<file path="config.mk">
export PLATFORM = sky130hd
export DESIGN_NAME = ssp_port
export DESIGN_NICKNAME = d
export VERILOG_FILES = /design/src/rtl/ssp_pkg.sv /design/src/rtl/ssp_ctrl.sv /design/src/rtl/ssp_datapath.sv /design/src/rtl/ssp_port.sv
export SDC_FILE = /design/constraint.sdc
export NUM_CORES = 1
export LEC_CHECK = 0
export BUFFER_PORTS_ARGS = -buffer_cell sky130_fd_sc_hd__buf_2
export CORE_AREA = 2 2 96 98
export DETAILED_ROUTE_END_ITERATION = 16
export DIE_AREA = 0 0 98 100
export GPL_TIMING_DRIVEN = 0
export PLACE_DENSITY = 0.79
export SLEW_MARGIN = 5
export SYNTH_ARGS = -nofsm -noshare
export SYNTH_HDL_FRONTEND = slang
export SYNTH_SLANG_ARGS = --single-unit
</file>
<file path="constraint.sdc">
create_clock -name clk -period 2.4 [get_ports clk]
set_input_delay 0.48 -clock clk [delete_from_list [all_inputs] [get_ports clk]]
set_output_delay 0.48 -clock clk [all_outputs]
set_load 0.03 [all_outputs]
</file>
<file path="src/rtl/ssp_pkg.sv">
package ssp_pkg;
  typedef enum logic [1:0] {
    MODE_CLOCK = 2'd0,
    MODE_TX    = 2'd1,
    MODE_RX    = 2'd2,
    MODE_BOTH  = 2'd3
  } xferMode_e;

  typedef struct packed {
    logic load;      // host write of the data word
    logic sample;    // capture serial input
    logic shift;     // advance the data word by one bit
    logic txEn;      // drive the output line
    logic rxEn;      // feed captured bits into the word
    logic lsbFirst;  // output end is bit 0
  } dpStrobe_t;
endpackage

</file>
<file path="src/rtl/ssp_ctrl.sv">
module ssp_ctrl
  import ssp_pkg::*;
#(
  parameter int CNT_W = 16,
  parameter int DIV_W = 16
) (
  input  logic             clk,
  input  logic             rstN,
  input  logic             startReq,
  input  logic             loadData,
  input  logic [1:0]       cfgMode,
  input  logic             cfgLsbFirst,
  input  logic             cfgLateSample,
  input  logic             cfgIdleHigh,
  input  logic [DIV_W-1:0] cfgDivisor,
  input  logic [CNT_W-1:0] cfgCount,
  output dpStrobe_t        strb,
  output logic             busy,
  output logic             donePulse,
  output logic             serClk
);
  localparam logic [CNT_W-1:0] CNT_ONE = CNT_W'(1);

  logic             busyQ, phaseB, doneQ;
  logic [DIV_W-1:0] divCnt, divQ;
  logic [CNT_W-1:0] bitCnt;
  xferMode_e        modeQ;
  logic             lsbQ, lateQ, idleQ;
  logic             halfEnd;

  assign halfEnd = busyQ && (divCnt == '0);

  always_ff @(posedge clk or negedge rstN) begin
    if (!rstN) begin
      busyQ  <= 1'b0;
      phaseB <= 1'b0;
      doneQ  <= 1'b0;
      divCnt <= '0;
      divQ   <= '0;
      bitCnt <= '0;
      modeQ  <= MODE_CLOCK;
      lsbQ   <= 1'b0;
      lateQ  <= 1'b0;
      idleQ  <= 1'b0;
    end else begin
      doneQ <= 1'b0;
      if (!busyQ) begin
        if (startReq) begin
          modeQ <= xferMode_e'(cfgMode);
          lsbQ  <= cfgLsbFirst;
          lateQ <= cfgLateSample;
          idleQ <= cfgIdleHigh;
          divQ  <= cfgDivisor;
          if (cfgCount == '0) begin
            doneQ <= 1'b1;
          end else begin
            busyQ  <= 1'b1;
            phaseB <= 1'b0;
            divCnt <= cfgDivisor;
            bitCnt <= cfgCount;
          end
        end
      end else if (divCnt != '0) begin
        divCnt <= divCnt - 1'b1;
      end else if (!phaseB) begin
        phaseB <= 1'b1;
        divCnt <= divQ;
      end else if (bitCnt == CNT_ONE) begin
        busyQ  <= 1'b0;
        phaseB <= 1'b0;
        doneQ  <= 1'b1;
        bitCnt <= '0;
      end else begin
        phaseB <= 1'b0;
        divCnt <= divQ;
        bitCnt <= bitCnt - 1'b1;
      end
    end
  end

  always_comb begin
    strb.load     = loadData && !busyQ;
    strb.sample   = halfEnd && !phaseB;
    strb.shift    = halfEnd && phaseB && (modeQ != MODE_CLOCK);
    strb.txEn     = busyQ && modeQ[0];
    strb.rxEn     = modeQ[1];
    strb.lsbFirst = lsbQ;
  end

  assign busy      = busyQ;
  assign donePulse = doneQ;
  assign serClk    = busyQ ? (idleQ ^ phaseB ^ lateQ) : cfgIdleHigh;

  assert_done_single_R11: assert property (@(posedge clk) disable iff (!rstN)
    (doneQ && !(startReq && cfgCount == '0)) |=> !doneQ);

  assert_busy_fall_done_R11: assert property (@(posedge clk) disable iff (!rstN)
    $fell(busyQ) |-> doneQ);

  assert_start_ignored_R12: assert property (@(posedge clk) disable iff (!rstN)
    (busyQ && startReq) |=> (bitCnt == $past(bitCnt) || bitCnt == $past(bitCnt) - CNT_ONE
                             || bitCnt == '0));

  assert_zero_count_R13: assert property (@(posedge clk) disable iff (!rstN)
    (!busyQ && startReq && cfgCount == '0) |=> (doneQ && !busyQ));

  assert_half_len_R3: assert property (@(posedge clk) disable iff (!rstN)
    (busyQ && $past(busyQ) && phaseB != $past(phaseB)) |-> $past(divCnt) == '0);
endmodule

</file>
<file path="src/rtl/ssp_datapath.sv">
module ssp_datapath
  import ssp_pkg::*;
#(
  parameter int DATA_W = 16
) (
  input  logic              clk,
  input  logic              rstN,
  input  dpStrobe_t         strb,
  input  logic [DATA_W-1:0] loadValue,
  input  logic              serIn,
  output logic              serOut,
  output logic [DATA_W-1:0] dataReg
);
  localparam int TOP = DATA_W - 1;

  logic [DATA_W-1:0] shiftQ;
  logic              sampleBit;
  logic              inBit;
  logic              outBit;

  assign inBit  = strb.rxEn ? sampleBit : 1'b0;
  assign outBit = strb.lsbFirst ? shiftQ[0] : shiftQ[TOP];

  always_ff @(posedge clk or negedge rstN) begin
    if (!rstN) begin
      shiftQ    <= '0;
      sampleBit <= 1'b0;
    end else begin
      if (strb.sample) sampleBit <= serIn;
      if (strb.load) begin
        shiftQ <= loadValue;
      end else if (strb.shift) begin
        if (strb.lsbFirst) shiftQ <= {inBit, shiftQ[TOP:1]};
        else               shiftQ <= {shiftQ[TOP-1:0], inBit};
      end
    end
  end

  assign serOut  = strb.txEn & outBit;
  assign dataReg = shiftQ;

  assert_clkonly_hold_R8: assert property (@(posedge clk) disable iff (!rstN)
    (!strb.txEn && !strb.rxEn && !strb.load) |=> $stable(shiftQ));
endmodule

</file>
<file path="src/rtl/ssp_port.sv">
module ssp_port
  import ssp_pkg::*;
#(
  parameter int DATA_W = 16,
  parameter int CNT_W  = 16,
  parameter int DIV_W  = 16
) (
  input  logic              clk,
  input  logic              rstN,
  input  logic              startReq,
  input  logic              loadData,
  input  logic [DATA_W-1:0] loadValue,
  input  logic [1:0]        cfgMode,
  input  logic              cfgLsbFirst,
  input  logic              cfgLateSample,
  input  logic              cfgIdleHigh,
  input  logic [DIV_W-1:0]  cfgDivisor,
  input  logic [CNT_W-1:0]  cfgCount,
  input  logic              serIn,
  output logic              serClk,
  output logic              serOut,
  output logic              busy,
  output logic              donePulse,
  output logic [DATA_W-1:0] dataReg
);
  dpStrobe_t strb;

  ssp_ctrl #(.CNT_W(CNT_W), .DIV_W(DIV_W)) i_ctrl (
    .clk(clk), .rstN(rstN), .startReq(startReq), .loadData(loadData),
    .cfgMode(cfgMode), .cfgLsbFirst(cfgLsbFirst), .cfgLateSample(cfgLateSample),
    .cfgIdleHigh(cfgIdleHigh), .cfgDivisor(cfgDivisor), .cfgCount(cfgCount),
    .strb(strb), .busy(busy), .donePulse(donePulse), .serClk(serClk)
  );

  ssp_datapath #(.DATA_W(DATA_W)) i_dp (
    .clk(clk), .rstN(rstN), .strb(strb), .loadValue(loadValue), .serIn(serIn),
    .serOut(serOut), .dataReg(dataReg)
  );
endmodule

</file>
==> metrics.txt <==
fin crit share 107.2%; Hold Crit Start loadValue[10]; Via Count ~4300; DP Worst Slack -576.7 ps; Final Hold Viols 0; Max FO, Critical Path 7; Port Buf Inserts 77; Min Clock Period, post-route 2572 ps; share of layout cells above drive strength 1 approximately 38%; Num Clock Sinks 73; Hold EP i_dp.dataReg[10]$_DFFE_PN0P_; Register Area 0.001832 mm2; # IOs 78; gr ovfl total 0; Worst-Skew Late Latency 350 ps; die height 100 um; Layout Area Growth over Synthesis 29.76%; Final #Nets 645; Slew HR 41.32%; final wirelength 13.37 mm; FF-to-FF setup slack -170 ps; HPWL Detailed 8.429 mm; DRT Pass-1 Iters 5; worst-case hold slack 329.3 ps; Initial Util 48.61%; failing checks setup timing; Root Driver clkbuf_8; outcome complete, but fails checks; Post-DP Area about 0.0049 mm2; TritonCTS clock tree done; Clk pin slew, worst setup/hold paths around 80 ps; top cells by area, synth dfrtp_1 42%, mux2_2 9.6%, o21ai_0 4.7%, nand2_1 4.7%, mux2i_1 3.9%; H-tree depth 3; final core occ 63.08%; hold path depth 3; top-count cell post-synth dfrtp_1; DRT antenna net count 0; fin. max-slew vios 0; Design Area, Final 0.005608 mm2; multi-input logic area 0.002512 mm2; Final Non-Filler Cells 699; Worst Tran Pin Value between 800 and 900 ps; die footprint 0.009800 mm2; placed insts 657; worst hold path class in -> reg; wire per inst 19.13 um; Final Skew about 13 ps; ys async rst share 100.0%; CTS max path bufs 2; # diodes 0; row count 35; largest net degree at the start of global routing 62; WP data required roughly 2600 ps; synth warn 0; Seq/Total Area, Yosys 42.27%; global-route wire length before repair 20.02 mm; r2r endpoint i_ctrl.divCnt[4]$_DFFE_PN0P_; Peak VDD IR 0.4082 mV; initial antenna violation count 0; gpl congestion 0.9569; drt drc 0; setup TNS -4285 ps; CTS Buf Count 9; 1st-iter DRT viols 385; R2R Path Start i_ctrl.divCnt[0]$_DFFE_PN0P_; crit start category flip-flop; Synth cell types 57; maxcap violations 0; Total Routing Usage GR about 25%; Leak between 2 and 2.5 nW; unrepaired setup endpoints after global routing true; Die Width 98 um; Yosys reg bits 73; f_max 388.8 MHz; vias per cell between 6 and 7; Synth top cells by count 73 x dfrtp_1, 54 x nand2_1, 41 x o21ai_0, 39 x nor2_1, 37 x mux2_2; fillers between 700 and 800; Setup crit end kind flip-flop; pwr dens between 500 and 600 mW/mm2; vias in the first global route between 3000 and 4000; WP data arrival 2810 ps; Register-to-Register Path Depth 10; cell area after synthesis 0.004322 mm2; Post-synth EDFFs 0; Synth top area share 42.27%; Tot Pwr about 3.3 mW; area leader, netlist dfrtp_1; Setup WS post-layout -171.8 ps; critical path class reg -> reg; syn_nets 530; syn avg cell area between 9 and 10 um2; top_reg_cell synth dfrtp_1; Cells after Synth ~470; Final setup viols 45; Core ar. 0.008890 mm2
## critical path, cell delays in order (launching register included)
cell	delay (ps)
dfrtp_1	420
inv_2	100
ha_4	120
or4b_4	480
or4_4	480
nor2_4	150
buf_6	130
a22o_4	180
inv_6	70
buf_6	130
a22o_1	180
## state kept, by name (all words and copies together), names as in the netlist
| register | count |
|---|---|
| i_dp.dataReg | 16 |
| i_ctrl.idleQ | 1 |
| i_dp.sampleBit | 1 |
| i_ctrl.phaseB | 1 |
| i_ctrl.bitCnt | 16 |
| i_ctrl.busy | 1 |
| i_ctrl.lateQ | 1 |
| i_ctrl.divQ | 16 |
| i_ctrl.modeQ | 2 |
| i_ctrl.lsbQ | 1 |
| i_ctrl.divCnt | 16 |
| i_ctrl.donePulse | 1 |
## kinds of logic after synthesis
group	count (synthesis)	synth area share, %
muxes	54	13.58
AOI/OAI and AO/OA	124	17.92
adders and majority gates	4	1.158
DFF	73	42.27
and+or+nand+nor	166	18.82
buffers and inverters	40	4.835
xor gates and xnor gates	7	1.419
## power breakdown
group / switching [mW] / internal [mW] / total [mW]
Clock: 0.470 / 0.566 / 1.04
Combinational: 0.402 / 0.382 / 0.785
Sequential: 0.151 / 1.36 / 1.51
## metal layers
| layer | global-route usage, % | wire [um] |
|---|---|---|
| met1 | 33.32 | 5290 |
| met2 | 42.73 | 6650 |
| met3 | 4.318 | 905 |
| met4 | 9.509 | 523 |
| met5 | 0 | 0 |
## worst max-delay path by stage
stage                                  from                            end  slack, ps  cells after the start
2_1_floorplan  i_ctrl.divCnt[7]$_DFFE_PN0P_   i_dp.dataReg[14]$_DFFE_PN0P_       -110                     10
3_3_place_gp                   cfgCount[14]  i_ctrl.bitCnt[13]$_DFFE_PN0P_       -570                      8
3_5_place_dp                   cfgCount[14]  i_ctrl.bitCnt[13]$_DFFE_PN0P_       -580                      8
4_1_cts        i_ctrl.divCnt[0]$_DFFE_PN0P_    i_dp.dataReg[9]$_DFFE_PN0P_       -160                     10
5_1_grt        i_ctrl.divCnt[0]$_DFFE_PN0P_   i_ctrl.divCnt[3]$_DFFE_PN0P_       -220                     10
6_report       i_ctrl.divCnt[0]$_DFFE_PN0P_   i_ctrl.divCnt[4]$_DFFE_PN0P_       -170                     10
## layout make-up
| class | instances | area share [%] |
|---|---|---|
| Inverter | 12 | 0.8925 |
| Clock buffer | 14 | 3.079 |
| Buffer | 21 | 2.387 |
| Clock inverter | 2 | 0.6247 |
| Tap cell | 111 | 2.477 |
| Timing Repair Buffer | 111 | 13.07 |
| Multi-Input combinational cell | 355 | 44.80 |
| Sequential cell | 73 | 32.66 |
## placed cells by master, fill, tap and decap left out, types with 4 or more instances in the layout
cell type | netlist | final
a21oi_1 | 27 | 25
a22o_1 | 9 | 9
buf_2 | 4 | 76
buf_4 | 1 | 25
buf_6 | 3 | 8
buf_8 | 1 | 4
clkbuf_1 | 18 | 13
clkbuf_8 | 0 | 12
dfrtp_1 | 73 | 69
dfrtp_2 | 0 | 4
inv_1 | 10 | 8
mux2_2 | 37 | 37
mux2i_1 | 17 | 15
nand2_1 | 54 | 53
nand2b_1 | 4 | 4
nand3_1 | 7 | 7
nand4_1 | 4 | 4
nor2_1 | 39 | 34
nor2_4 | 1 | 5
nor2b_1 | 4 | 4
nor3_1 | 24 | 21
nor4_1 | 6 | 5
o21ai_0 | 41 | 27
o21ai_1 | 14 | 20
o21ai_2 | 1 | 8
o311ai_1 | 5 | 5
or4_1 | 7 | 6
xnor2_1 | 4 | 4
## what timing repair did
item,4_1_cts,5_1_grt
setup endpoints to repair,54,53
cloned,3,1
setup buffers,16,14
resized for setup,51,48
hold buffers,1,0
pin swaps,10,18
hold endpoints to repair,12,0
Power figures use the tool's default switching activity.
